**config.mk**
```make
export PLATFORM = sky130hd
export DESIGN_NAME = adc_win_cmp
export DESIGN_NICKNAME = d
export VERILOG_FILES = /design/src/rtl/adc_win_cmp_pkg.sv /design/src/rtl/awc_match.sv /design/src/rtl/awc_run_cnt.sv /design/src/rtl/awc_flag_bank.sv /design/src/rtl/adc_win_cmp.sv
export SDC_FILE = /design/constraint.sdc
export NUM_CORES = 1
export LEC_CHECK = 0
export ABC_CLOCK_PERIOD_IN_PS = 4950
export CORE_ASPECT_RATIO = 1.5
export CORE_MARGIN = 2
export CORE_UTILIZATION = 46
export DETAILED_ROUTE_END_ITERATION = 10
export GPL_TIMING_DRIVEN = 0
export PLACE_DENSITY_LB_ADDON = 0.25
export SLEW_MARGIN = 20
export SYNTH_ARGS = -nofsm -noshare
export SYNTH_HDL_FRONTEND = slang
export SYNTH_SLANG_ARGS = --single-unit
```
**constraint.sdc**
```tcl
create_clock -name clk_i -period 4.95 [get_ports clk_i]
set_clock_uncertainty 0.2 [all_clocks]
set_input_delay 0.99 -clock clk_i [delete_from_list [all_inputs] [get_ports clk_i]]
set_output_delay 0.99 -clock clk_i [all_outputs]
set_load 0.02 [all_outputs]
```
**src/rtl/adc_win_cmp_pkg.sv**
```systemverilog
package adc_win_cmp_pkg;
  localparam int unsigned AWC_NUM_CMP = 2;
  localparam int unsigned AWC_CH_W    = 3;
  localparam int unsigned AWC_DATA_W  = 12;
  localparam int unsigned AWC_NEED_W  = 4;

  typedef enum logic {
    COND_LT = 1'b0,
    COND_GE = 1'b1
  } cmp_cond_e;
endpackage

```
**src/rtl/awc_match.sv**
```systemverilog
module awc_match
  import adc_win_cmp_pkg::*;
#(
  parameter int unsigned CH_W   = AWC_CH_W,
  parameter int unsigned DATA_W = AWC_DATA_W
) (
  input  logic              valid_i,
  input  logic [CH_W-1:0]   ch_i,
  input  logic [DATA_W-1:0] data_i,
  input  logic [CH_W-1:0]   sel_ch_i,
  input  cmp_cond_e         cond_i,
  input  logic [DATA_W-1:0] thr_i,
  output logic              hit_o,
  output logic              pass_o
);
  logic below;

  assign below = data_i < thr_i;
  assign hit_o = valid_i && (ch_i == sel_ch_i);

  always_comb begin
    unique case (cond_i)
      COND_GE: pass_o = ~below;
      default: pass_o = below;
    endcase
  end
endmodule

```
**src/rtl/awc_run_cnt.sv**
```systemverilog
module awc_run_cnt #(
  parameter int unsigned NEED_W = 4
) (
  input  logic              clk_i,
  input  logic              rst_ni,
  input  logic              en_i,
  input  logic              hit_i,
  input  logic              pass_i,
  input  logic [NEED_W-1:0] need_m1_i,
  output logic              set_o
);
  localparam int unsigned RUN_W = NEED_W + 1;

  logic [RUN_W-1:0] run_q, run_d;
  logic [RUN_W-1:0] need_m1_x;
  logic             reached;

  assign need_m1_x = {1'b0, need_m1_i};
  // run_q counts prior passes; this pass completes the run when run_q >= N-1
  assign reached   = run_q >= need_m1_x;
  assign set_o     = en_i && hit_i && pass_i && reached;

  always_comb begin
    run_d = run_q;
    if (!en_i) begin
      run_d = '0;
    end else if (hit_i) begin
      if (!pass_i)              run_d = '0;
      else if (run_q <= need_m1_x) run_d = run_q + 1'b1;  // saturates at N
    end
  end

  always_ff @(posedge clk_i or negedge rst_ni) begin
    if (!rst_ni) run_q <= '0;
    else         run_q <= run_d;
  end
endmodule

```
**src/rtl/awc_flag_bank.sv**
```systemverilog
module awc_flag_bank #(
  parameter int unsigned NUM = 2
) (
  input  logic           clk_i,
  input  logic           rst_ni,
  input  logic [NUM-1:0] set_i,
  input  logic [NUM-1:0] clr_i,
  input  logic [NUM-1:0] mask_i,
  output logic [NUM-1:0] flag_o,
  output logic           irq_o
);
  logic [NUM-1:0] flag_q;

  for (genvar g = 0; g < NUM; g++) begin : g_flag
    always_ff @(posedge clk_i or negedge rst_ni) begin
      if (!rst_ni)       flag_q[g] <= 1'b0;
      else if (set_i[g]) flag_q[g] <= 1'b1;  // set beats clear
      else if (clr_i[g]) flag_q[g] <= 1'b0;
    end
  end

  assign flag_o = flag_q;
  assign irq_o  = |(flag_q & ~mask_i);
endmodule

```
**src/rtl/adc_win_cmp.sv**
```systemverilog
module adc_win_cmp
  import adc_win_cmp_pkg::*;
#(
  parameter int unsigned NUM_CMP = AWC_NUM_CMP,
  parameter int unsigned CH_W    = AWC_CH_W,
  parameter int unsigned DATA_W  = AWC_DATA_W,
  parameter int unsigned NEED_W  = AWC_NEED_W
) (
  input  logic                      clk_i,
  input  logic                      rst_ni,
  input  logic                      conv_valid_i,
  input  logic [CH_W-1:0]           conv_ch_i,
  input  logic [DATA_W-1:0]         conv_data_i,
  input  logic [NUM_CMP-1:0]        cmp_en_i,
  input  logic [NUM_CMP*CH_W-1:0]   cmp_ch_i,
  input  logic [NUM_CMP-1:0]        cmp_ge_i,
  input  logic [NUM_CMP*DATA_W-1:0] cmp_val_i,
  input  logic [NUM_CMP*NEED_W-1:0] cmp_need_i,
  input  logic [NUM_CMP-1:0]        flag_clr_i,
  input  logic [NUM_CMP-1:0]        irq_mask_i,
  output logic [NUM_CMP-1:0]        flag_o,
  output logic                      irq_o
);
  logic [NUM_CMP-1:0] hit, pass, set;

  for (genvar u = 0; u < NUM_CMP; u++) begin : g_unit
    cmp_cond_e cond;
    assign cond = cmp_cond_e'(cmp_ge_i[u]);

    awc_match #(
      .CH_W   (CH_W),
      .DATA_W (DATA_W)
    ) u_match (
      .valid_i  (conv_valid_i),
      .ch_i     (conv_ch_i),
      .data_i   (conv_data_i),
      .sel_ch_i (cmp_ch_i[u*CH_W +: CH_W]),
      .cond_i   (cond),
      .thr_i    (cmp_val_i[u*DATA_W +: DATA_W]),
      .hit_o    (hit[u]),
      .pass_o   (pass[u])
    );

    awc_run_cnt #(
      .NEED_W (NEED_W)
    ) u_run (
      .clk_i     (clk_i),
      .rst_ni    (rst_ni),
      .en_i      (cmp_en_i[u]),
      .hit_i     (hit[u]),
      .pass_i    (pass[u]),
      .need_m1_i (cmp_need_i[u*NEED_W +: NEED_W]),
      .set_o     (set[u])
    );
  end

  awc_flag_bank #(
    .NUM (NUM_CMP)
  ) u_flags (
    .clk_i  (clk_i),
    .rst_ni (rst_ni),
    .set_i  (set),
    .clr_i  (flag_clr_i),
    .mask_i (irq_mask_i),
    .flag_o (flag_o),
    .irq_o  (irq_o)
  );
endmodule

```
# After elaboration in Yosys (flattened, before gate mapping)
# Cells that the tools add are included.
# op_classes
magnitude_cmp	6
reduce_logical	13
mux	14
add_sub_neg	2
n_bitwise	4
eq_ne	6
# op_table
operator	count
5-bit two-way mux	8
12-bit < comparator	2
5-bit by 1-bit adder with 5-bit output, second input constant	2
5-bit by 4-bit >= comparator with 1-bit output	2
5-bit by 4-bit <= comparator with 1-bit output	2
1-bit logical AND	8
3-bit == test	2
1-bit two-way mux	6
3-bit inequality test, second input constant	2
2-bit by 1-bit inequality test with 1-bit output, second input constant	2
2-bit AND reduction	2
2-bit nonzero test	2
2-bit bitwise AND	1
1-bit NOT	2
2-bit NOT	1
2-bit OR reduction	1
# word_totals
wordCells	49
reg_bits	12
input_bits	64
out_inout_bits	3

# Logic depth before layout (Yosys ltp)
# Gate-level depths: netlist of run 1.
# depth
ltp_word	6
depth_mapped	9
ltp_nobuf	9

# Hierarchy
# A second synthesis of run 1 with hierarchy kept.
# hier_totals
hier_cells	199
hier_area_um2	1581.5
# by_module_without_submodules
mod	area_per_inst_um2	n_inst	cells_per_inst
awc_run_cnt	425.4	2	51
awc_match	322.8	2	45
awc_flag_bank	85.1	1	7

# Least setup slack after synthesis of run 1
# Ideal clock, no wire load.
# synth_timing
path_kind	in2reg
start	input port cmp_val_i[14]
end	register g_unit[1].u_run.run_q[2]
path_stages	9
path_slack_ns	2.121
setup_ns	0.101
t_arrival_ns	2.528
t_required_ns	4.649
n_path_buf	0
cell_sequence	inv_1 > ha_1 > a21o_1 > a31oi_1 > o21ai_1 > a2111o_1 > nand2_2 > nand2b_4 > o311ai_2
# synth_via
elab_chain_cells	6
word_cells_on_any_way	8
classes_between	order compare: 1; eq/ne: 1; mux: 4; bitwise: 1; reduce/logical: 1
# synth_lines
item	line_no	text
start: declaration	adc_win_cmp.sv:17	input logic [NUM_CMP*DATA_W-1:0] cmp_val_i,
12-bit < comparator *	awc_match.sv:18	assign below = data_i < thr_i;
1-bit NOT	awc_match.sv:23	COND_GE: pass_o = ~below;
1-bit two-way mux *	awc_match.sv:22	unique case (cond_i)
5-bit two-way mux	awc_run_cnt.sv:28	if (!pass_i) run_d = '0;
5-bit two-way mux	awc_run_cnt.sv:27	end else if (hit_i) begin
5-bit two-way mux	awc_run_cnt.sv:25	if (!en_i) begin
end signal: assignment	awc_run_cnt.sv:35	else run_q <= run_d;
end: declaration	awc_run_cnt.sv:14	logic [RUN_W-1:0] run_q, run_d;
# Every way passes the cells marked *; elsewhere a longest branch is shown, timed or not. The select of a mux whose other input is x is not followed.
# A chain may end at the register's enable or synchronous reset.

# Worst setup path after layout of run 1
# layout_timing
start	input port irq_mask_i[0]
end	output port irq_o
# layout_via
elab_chain_cells	3
# layout_lines
item	line_no	text
start: declaration	adc_win_cmp.sv:20	input logic [NUM_CMP-1:0] irq_mask_i,
2-bit NOT	awc_flag_bank.sv:23	assign irq_o = |(flag_q & ~mask_i);
2-bit bitwise AND	awc_flag_bank.sv:23	
2-bit OR reduction	awc_flag_bank.sv:23	
end: declaration	adc_win_cmp.sv:22	output logic irq_o
# Every way passes these cells.

==> results.toml, run 1 <==
[worst_setup_path]
critPathArrivalTime_ns = 2.15
worstSetupStartpointType = "input port"
cp.required_ns = 3.76
path_class = "input port to output port"
end_kind = "output port"
reg2regPathDepth = 8
crit_fanout = 1

[sta]
worstMarginPinSlew_ns = 0.572
fmax_mhz = 299
hold_viol = 0
rsz0062_at_grt = "no"
finalMaxSlewViolations = 0
final.min_clock_period_ns = 3.34
fin_ws_ns = 1.61
setup_tns_ns = 0
slew_headroom_pct = 61.7
setup_viol = 0
fin_crit_sh_pct = 67.5

[logic_synthesis]
synth_nets = 284
ys_seq_area_share_pct = 19.1
syn-instance-count = 188
synth-edff-count = 0
ys_types = 35
async_reset_ff_share_pct = 100
syn_area_sq_mm = 0.00157
yosysWarnings = 0
synth_ff_type = "dfrtp_1"
synth.ff_latch_count = 12
syn_avg_cell_area_sq_um = 8.37

[clock_network]
htree_levels = 1
hold_buffers = 0
clk_latency_ns = 0.24
clk_pin_slew_ns = 0.05
cts_tree = "built"
cts_resized = 0
clk_path_buf_depth = 2
clock_sinks = 12
cts_setup_buffers = 0
cts_buffers = 3
clock-root-buffer = "clkbuf_8"

[die]
die_w_um = 51.8
core_area_sq_mm = 0.00335
ios = 67
row_count = 26
initial_core_util_pct = 47.0
die_area_sq_mm = 0.00392
die_height_um = 75.6

[global_route]
grt.total_usage_pct = 19.5
grt.busiest_layer = "met2"
use_met3_pct = 2.94
met1_usage_pct = 18.9
gr-usage-met2_pct = 40.2
grt_pass1_vias = 1518
grt_start_max_net_pins = 13
grt_pass1_wl_mm = 5.79
antenna_found_initial = 0
overflow = 0

[pwr]
combPwrFrac_pct = 40.5
power.switching_w = 0.0000849
powerDensity_mw_per_mm2 = 135
intPower_w = 0.000229
seqPwrFrac_pct = 31.8
sw_frac_of_total_pct = 27.1
peakVddDrop_mv = 0.114
p_leak_nw = 1.17
p_clk_share_pct = 27.8

[place]
post-dp-hpwl_mm = 3.19
gp_congestion = 0.813
post-place-ws_ns = 1.43
portBuffers = 66
place_inst = 296

[flow_run]
maxCapViolCount = 0

[layout]
syn_to_final_growth_pct = 47.9
fill_cells = 305
nets = 355
finalNonFillerCells = 299
antennaDiodeCount = 0
layout-drive-gt1-share_pct = 5.84

[worst_hold_path]
holdCritPathClass = "flop to flop"
worstHoldPathCells = 1

[run_status]
status = "finished, final reports clean"

[drt]
routed_wl_mm = 3.46
vias_per_cell = 5.27
drc = 0
first_pass_iters = 4
ant_nets = 0
vias = 1577
drtIter0Drc = 9
post_drt_wl_per_cell_um = 11.6
==> stage by stage <==
stage | util (%) | hold slack (ns) | total power (W) | instance area, sq um
after detailed placement | 68.3 | 0.340 | 0.000230 | 2290
final | 69.5 | 0.348 | 0.000314 | 2330
after global routing | 69.5 | 0.377 | 0.000338 | 2330
after floorplan | - | 0.305 | 0.000161 | 1570
after global placement | 68.3 | 0.324 | 0.000226 | 2290
after CTS | 69.5 | 0.351 | 0.000317 | 2330
==> metal layers <==
metal  vias to the layer above  share of wire, %
met4                         0               1.5
met3                         5               7.1
met1                       695                36
met5                         -                 0
li1                        815                 -
met2                        62                55
==> Yosys cell counts, types with 4 or more instances <==
cell | n | area (sq um)
inv_1 | 34 | 128
ha_1 | 32 | 400
nand2_1 | 15 | 56.3
dfrtp_1 | 12 | 300
a21oi_1 | 8 | 40.0
nand3_1 | 7 | 35.0
xnor2_1 | 7 | 61.3
a21o_1 | 6 | 45.0
nand2b_1 | 6 | 37.5
nand4_1 | 6 | 37.5
nor2_1 | 6 | 22.5
o22ai_1 | 5 | 31.3
a211oi_1 | 4 | 30.0
o311ai_2 | 4 | 65.1
==> worst max-delay path, cell delays in order <==
cell	delay (ns)
clkdlybuf4s50_1	0.40
o22ai_1	0.14
clkdlybuf4s50_1	0.62
==> kinds of logic (layout without fill, tap and decap cells) <==
group | after synthesis | count (layout) | synth area share (%)
xor gates and xnor gates | 8 | 8 | 4.45
adders and majority gates | 32 | 32 | 25.4
buffers and inverters | 34 | 103 | 8.11
and+or+nand+nor | 52 | 52 | 18.0
AOI/OAI and AO/OA | 50 | 50 | 25.0
DFF | 12 | 12 | 19.1
==> power by group through the flow <==
| stage | Clock, W | Combinational [W] | Sequential [W] |
|---|---|---|---|
| floorplan | 0 | 0.0000596 | 0.000101 |
| global placement | 0 | 0.000125 | 0.000101 |
| detailed placement | 0 | 0.000129 | 0.000101 |
| CTS | 0.0000885 | 0.000129 | 0.0000996 |
| global route | 0.0000946 | 0.000144 | 0.0000995 |
| finish | 0.0000871 | 0.000127 | 0.0000996 |
==> worst paths after layout <==
| check | startpoint | slack, ns | to |
|---|---|---|---|
| max in group asynchronous | rst_ni | 3.26 | u_flags.flag_o[1]$_DFFE_PN0P_ |
| worst max-delay path | irq_mask_i[0] | 1.61 | irq_o |
| worst min-delay path | g_unit[1].u_run.run_q[0]$_DFFE_PN0P_ | 0.35 | g_unit[1].u_run.run_q[0]$_DFFE_PN0P_ |
| min in group asynchronous | rst_ni | 0.92 | g_unit[0].u_run.run_q[0]$_DFFE_PN0P_ |
| worst min register to register | g_unit[1].u_run.run_q[0]$_DFFE_PN0P_ | 0.35 | g_unit[1].u_run.run_q[0]$_DFFE_PN0P_ |
| worst max register to register | g_unit[0].u_run.run_q[2]$_DFFE_PN0P_ | 2.61 | g_unit[0].u_run.run_q[4]$_DFFE_PN0P_ |
==> flip-flops by register name, indices dropped and copies added (netlist names) <==
name,cells
g_unit.u_run.run_q,10
u_flags.flag_o,2
==> placed cells by master (no fill, tap or decap), types with 3 or more instances in the layout <==
cell and instances:
clkdlybuf4s50_1 66, inv_1 34, ha_1 32, nand2_1 15
dfrtp_1 12, a21oi_1 8, nand3_1 7, xnor2_1 7
nand2b_1 6, a21o_1 6, nand4_1 6, nor2_1 6
o22ai_1 5, a211oi_1 4, o311ai_2 4, o21ai_1 3
o21ai_0 3, clkbuf_8 3
==> cell type report <==
| class | count | area [sq um] | area share (%) |
|---|---|---|---|
| well taps | 42 | 52.6 | 2.26 |
| repair buffers | 66 | 661 | 28.4 |
| inverters | 34 | 128 | 5.48 |
| flip-flops and latches | 12 | 300 | 12.9 |
| multi-input cells | 142 | 1150 | 49.2 |
| clock buffers | 3 | 41.3 | 1.77 |
(Power assumes the default switching activity.)
==> run 2, diff against run 1 <==
--- a/config.mk
+++ b/config.mk
@@ -5,10 +5,10 @@
 export SDC_FILE = /design/constraint.sdc
 export NUM_CORES = 1
 export LEC_CHECK = 0
-export ABC_CLOCK_PERIOD_IN_PS = 4950
+export ABC_CLOCK_PERIOD_IN_PS = 3000
 export CORE_ASPECT_RATIO = 1.5
 export CORE_MARGIN = 2
-export CORE_UTILIZATION = 46
+export CORE_UTILIZATION = 39
 export DETAILED_ROUTE_END_ITERATION = 10
 export GPL_TIMING_DRIVEN = 0
 export PLACE_DENSITY_LB_ADDON = 0.25
==> constraint.sdc (replaced) <==
create_clock -name clk_i -period 3 [get_ports clk_i]
set_clock_uncertainty 0.2 [all_clocks]
set_input_delay 0.6 -clock clk_i [delete_from_list [all_inputs] [get_ports clk_i]]
set_output_delay 0.6 -clock clk_i [all_outputs]
set_load 0.02 [all_outputs]
==> results.toml, run 2 (synthesized netlist as in run 1, its figures left out) <==
[drt]
drc = 0
ant_nets = 0
drtIter0Drc = 33
vias_per_cell = 5.23
first_pass_iters = 4
post_drt_wl_per_cell_um = 11.0
vias = 1585
routed_wl_mm = 3.35

[sta]
holdWs_ns = 0.347
worstMarginPinSlew_ns = 0.537
fin_ws_ns = 0.138
finalMaxSlewViolations = 0
fin_crit_sh_pct = 95.4
setup_tns_ns = 0
slew_headroom_pct = 64.1
final.min_clock_period_ns = 2.86
setup_viol = 0
hold_viol = 0
fmax_mhz = 349
rsz0062_at_grt = "no"

[place]
post-dp-hpwl_mm = 3.06
place_area_sq_mm = 0.00229
portBuffers = 66
post-place-ws_ns = -0.127
gp_congestion = 0.762

[worst_setup_path]
worstSetupStartpointType = "input port"
cp.required_ns = 2.94
r2r_end = "g_unit[0].u_run.run_q[4]$_DFFE_PN0P_"
crit_fanout = 5
reg2reg_from = "g_unit[0].u_run.run_q[2]$_DFFE_PN0P_"
path_class = "input port to flop"
critPathArrivalTime_ns = 2.80
r2r_slack_ns = 0.70
startpoint = "cmp_val_i[2]"
end_kind = "flop"
reg2regPathDepth = 8
cp-endpoint = "g_unit[0].u_run.run_q[3]$_DFFE_PN0P_"

[clock_network]
cts_tree = "built"
clock-root-buffer = "clkbuf_8"
cts_buffers = 3
hold_buffers = 0
clock_sinks = 12
clk_latency_ns = 0.24
cts_setup_buffers = 0
clk_path_buf_depth = 2
htree_levels = 1
clk_pin_slew_ns = 0.05
cts_resized = 0

[pwr]
intPower_w = 0.000405
sw_frac_of_total_pct = 26.4
combPwrFrac_pct = 38.1
p_clk_share_pct = 32.0
powerDensity_mw_per_mm2 = 234
power.switching_w = 0.000145
peakVddDrop_mv = 0.204
seqPwrFrac_pct = 29.9
total_power_w = 0.000550
p_leak_nw = 1.17

[layout]
layout_common_cells = "66 x clkdlybuf4s50_1, 34 x inv_1, 32 x ha_1, 15 x nand2_1, 12 x dfrtp_1"
nets = 355
largest_register_ff_count = 10
fill_cells = 384
largest_register = "g_unit.u_run.run_q"
syn_to_final_growth_pct = 49.0
layout-drive-gt1-share_pct = 6.20
final_area_sq_mm = 0.00235
antennaDiodeCount = 0
layout_commonest_cell = "clkdlybuf4s50_1"

[flow_run]
maxCapViolCount = 0

[global_route]
grt.total_usage_pct = 16.0
grt_start_max_net_pins = 13
grt_pass1_wl_mm = 5.90
grt_pass1_vias = 1479
antenna_found_initial = 0
overflow = 0

[worst_hold_path]
holdCritPathClass = "flop to flop"

[die]
die_height_um = 81.8
die_w_um = 55.9
die_area_sq_mm = 0.00457
ios = 67
core_area_sq_mm = 0.00392
initial_core_util_pct = 40.1
row_count = 28

[run_status]
status = "finished, final reports clean"
==> run 2: layer usage <==
metal	up-vias	wire, um	share of wire (%)	GRT usage, %
li1	815	-	-	-
met1	705	1320	39	18.0
met2	60	1740	52	30.2
met3	5	223	6.7	1.73
met4	0	63	1.9	7.14
met5	-	0	0	0
==> run 2: cell type report <==
class / instances / area, sq um / area share (%)
inverter: 34 / 128 / 5.44
sequential: 12 / 300 / 12.8
timing repair buffer: 66 / 661 / 28.2
multi-input combinational: 142 / 1150 / 48.9
clock buffer: 4 / 55.1 / 2.35
tap: 45 / 56.3 / 2.40
==> run 2: per-stage QoR <==
step	cells	util, %
4_1_cts	303	59.8
3_3_place_gp	299	58.4
2_1_floorplan	188	-
3_5_place_dp	299	58.4
5_1_grt	303	59.8
6_report	303	59.8
==> run 2: worst min path at each step <==
stage | start | endpoint | slack, ns | cells past startpoint
after floorplan | rst_ni | g_unit[0].u_run.run_q[0]$_DFFE_PN0P_ | 0.10 | 0
after global placement | g_unit[1].u_run.run_q[0]$_DFFE_PN0P_ | g_unit[1].u_run.run_q[0]$_DFFE_PN0P_ | 0.34 | 1
after detailed placement | g_unit[1].u_run.run_q[1]$_DFFE_PN0P_ | g_unit[1].u_run.run_q[1]$_DFFE_PN0P_ | 0.35 | 1
after CTS | u_flags.flag_o[1]$_DFFE_PN0P_ | u_flags.flag_o[1]$_DFFE_PN0P_ | 0.36 | 2
after global routing | g_unit[1].u_run.run_q[0]$_DFFE_PN0P_ | g_unit[1].u_run.run_q[0]$_DFFE_PN0P_ | 0.37 | 1
final | u_flags.flag_o[1]$_DFFE_PN0P_ | u_flags.flag_o[1]$_DFFE_PN0P_ | 0.35 | 2
==> run 2: power groups by stage <==
stage	combinational (W)	sequential (W)	clock (W)
floorplan	0.0000984	0.000167	0
global placement	0.000208	0.000167	0
detailed placement	0.000212	0.000167	0
CTS	0.000213	0.000164	0.000181
global route	0.000237	0.000164	0.000188
finish	0.000209	0.000164	0.000176
==> run 2: worst max-delay path, cell delays in order <==
cell and delay (ns):
clkdlybuf4s50_1 0.45, inv_1 0.04, ha_1 0.28, a21o_1 0.18, a31oi_1 0.16, o21ai_1 0.16
a2111o_1 0.47, nand2_2 0.12, nand2_4 0.08, o311ai_2 0.26
==> run 3, diff against run 2 <==
--- a/config.mk
+++ b/config.mk
@@ -5,13 +5,13 @@
 export SDC_FILE = /design/constraint.sdc
 export NUM_CORES = 1
 export LEC_CHECK = 0
-export ABC_CLOCK_PERIOD_IN_PS = 3000
+export ABC_CLOCK_PERIOD_IN_PS = 3400
 export CORE_ASPECT_RATIO = 1.5
 export CORE_MARGIN = 2
-export CORE_UTILIZATION = 39
+export CORE_UTILIZATION = 46
 export DETAILED_ROUTE_END_ITERATION = 10
 export GPL_TIMING_DRIVEN = 0
-export PLACE_DENSITY_LB_ADDON = 0.25
+export PLACE_DENSITY = 0.95
 export SLEW_MARGIN = 20
 export SYNTH_ARGS = -nofsm -noshare
 export SYNTH_HDL_FRONTEND = slang
==> constraint.sdc (replaced) <==
create_clock -name clk_i -period 3.4 [get_ports clk_i]
set_clock_uncertainty 0.2 [all_clocks]
set_input_delay 0.68 -clock clk_i [delete_from_list [all_inputs] [get_ports clk_i]]
set_output_delay 0.68 -clock clk_i [all_outputs]
set_load 0.02 [all_outputs]
==> results.toml, run 3 (synthesized netlist as in run 1, its figures left out) <==
[clock_network]
hold_buffers = 0
clk_latency_ns = 0.25
clock-root-buffer = "clkbuf_8"
cts_tree = "built"
htree_levels = 1
clk_path_buf_depth = 2
clk_pin_slew_ns = 0.05
cts_buffers = 3
cts_resized = 0
cts_setup_buffers = 0
clock_sinks = 12

[pwr]
powerDensity_mw_per_mm2 = 199
peakVddDrop_mv = 0.142
p_leak_nw = 1.17

[worst_setup_path]
r2r_slack_ns = 1.04
slowest_stage = "a2111o_1"
crit_fanout = 5
crit_family = "compound AO/OA/AOI/OAI gates"
end_kind = "flop"
critPathMaxStageDelay_ns = 0.47
worst-path-buf-inv = 2
path_class = "input port to flop"
critPathArrivalTime_ns = 2.87
cp.required_ns = 3.35
worstSetupStartpointType = "input port"
cp_cell_sequence = "clkdlybuf4s50_1, inv_1, ha_1, a21o_1, a31oi_1, o21ai_1, a2111o_1, nand2_2, nand2b_4, o311ai_2"

[sta]
hold_viol = 0
setup_viol = 0
final.min_clock_period_ns = 2.92
fin_ws_ns = 0.482
slew_headroom_pct = 65.6
finalMaxSlewViolations = 0
fin_crit_sh_pct = 85.8
rsz0062_at_grt = "no"
setup_tns_ns = 0
fmax_mhz = 343
holdWs_ns = 0.340
worstMarginPinSlew_ns = 0.515

[layout]
layout_commonest_cell = "clkdlybuf4s50_1"
fill_cells = 274
largest_register_ff_count = 10
nets = 355
layout_common_cells = "66 x clkdlybuf4s50_1, 34 x inv_1, 32 x ha_1, 15 x nand2_1, 12 x dfrtp_1"
antennaDiodeCount = 0
largest_register = "g_unit.u_run.run_q"
syn_to_final_growth_pct = 47.9
layout-drive-gt1-share_pct = 5.84

[drt]
post_drt_wl_per_cell_um = 12.4
wl_met1_mm = 1.37
routed-wl-met2_mm = 2.05
drtIter0Drc = 24
wl_met3_um = 220
vias = 1634
vias_per_cell = 5.46
ant_nets = 0
routed_wl_mm = 3.70
top_layer_used = "met4"
first_pass_iters = 4
drc = 0

[place]
post-dp-hpwl_mm = 3.31
gp_congestion = 0.879
post-place-ws_ns = 0.219
portBuffers = 66

[global_route]
grt_pass1_vias = 1587
antenna_found_initial = 0
grt_pass1_wl_mm = 6.21
overflow = 0
grt_start_max_net_pins = 13
grt.total_usage_pct = 20.8

[run_status]
status = "finished, final reports clean"

[die]
row_count = 26
initial_core_util_pct = 47.0
ios = 67
die_area_sq_mm = 0.00392
die_height_um = 75.6
core_area_sq_mm = 0.00335
die_w_um = 51.8

[flow_run]
maxCapViolCount = 0

[worst_hold_path]
holdCritPathClass = "flop to flop"
run 3: final timing paths:
path	depth (start not counted)	endpoint	start
min in group asynchronous	1	g_unit[0].u_run.run_q[4]$_DFFE_PN0P_	rst_ni
min	1	g_unit[1].u_run.run_q[0]$_DFFE_PN0P_	g_unit[1].u_run.run_q[0]$_DFFE_PN0P_
min reg2reg	1	g_unit[1].u_run.run_q[0]$_DFFE_PN0P_	g_unit[1].u_run.run_q[0]$_DFFE_PN0P_
max reg2reg	8	g_unit[0].u_run.run_q[4]$_DFFE_PN0P_	g_unit[0].u_run.run_q[2]$_DFFE_PN0P_
max	10	g_unit[1].u_run.run_q[3]$_DFFE_PN0P_	cmp_val_i[14]
max in group asynchronous	1	g_unit[1].u_run.run_q[3]$_DFFE_PN0P_	rst_ni
run 3: report_power, final:
group          total (W)  internal [W]  switching, W  leakage [nW]
logic           0.000188      0.000111     0.0000763         0.976
clock network   0.000130     0.0000780     0.0000523        0.0216
registers       0.000145      0.000144   0.000000963         0.168
run 3: metal layers:
metal / vias up / global-route usage, %
met2: 69 / 42.0
li1: 815 / -
met1: 745 / 21.1
met5: - / 0
met4: 0 / 8.48
met3: 5 / 2.35
run 3: through the flow:
stage	area [sq um]	instances	utilization [%]	power [W]
5_1_grt	2330	299	69.5	0.000489
3_3_place_gp	2290	296	68.3	0.000329
4_1_cts	2330	299	69.5	0.000464
3_5_place_dp	2290	296	68.3	0.000336
2_1_floorplan	1570	188	-	0.000234
6_report	2330	299	69.5	0.000463
run 3: cell type report:
type                    instances  area, sq um  share of cell area (%)
well taps                      42         52.6                    2.26
multi-input cells             142         1150                    49.2
repair buffers                 66          661                    28.4
flip-flops and latches         12          300                    12.9
inverters                      34          128                    5.48
clock buffers                   3         41.3                    1.77
run 3: worst register-to-register path, stage by stage, from the launching register on:
cell and delay (ns):
dfrtp_1 0.45, ha_1 0.32, a21o_1 0.16, a211o_1 0.30
o21ai_1 0.33, nand2_1 0.18, nor2_1 0.13, o21ai_0 0.08
a21oi_1 0.14
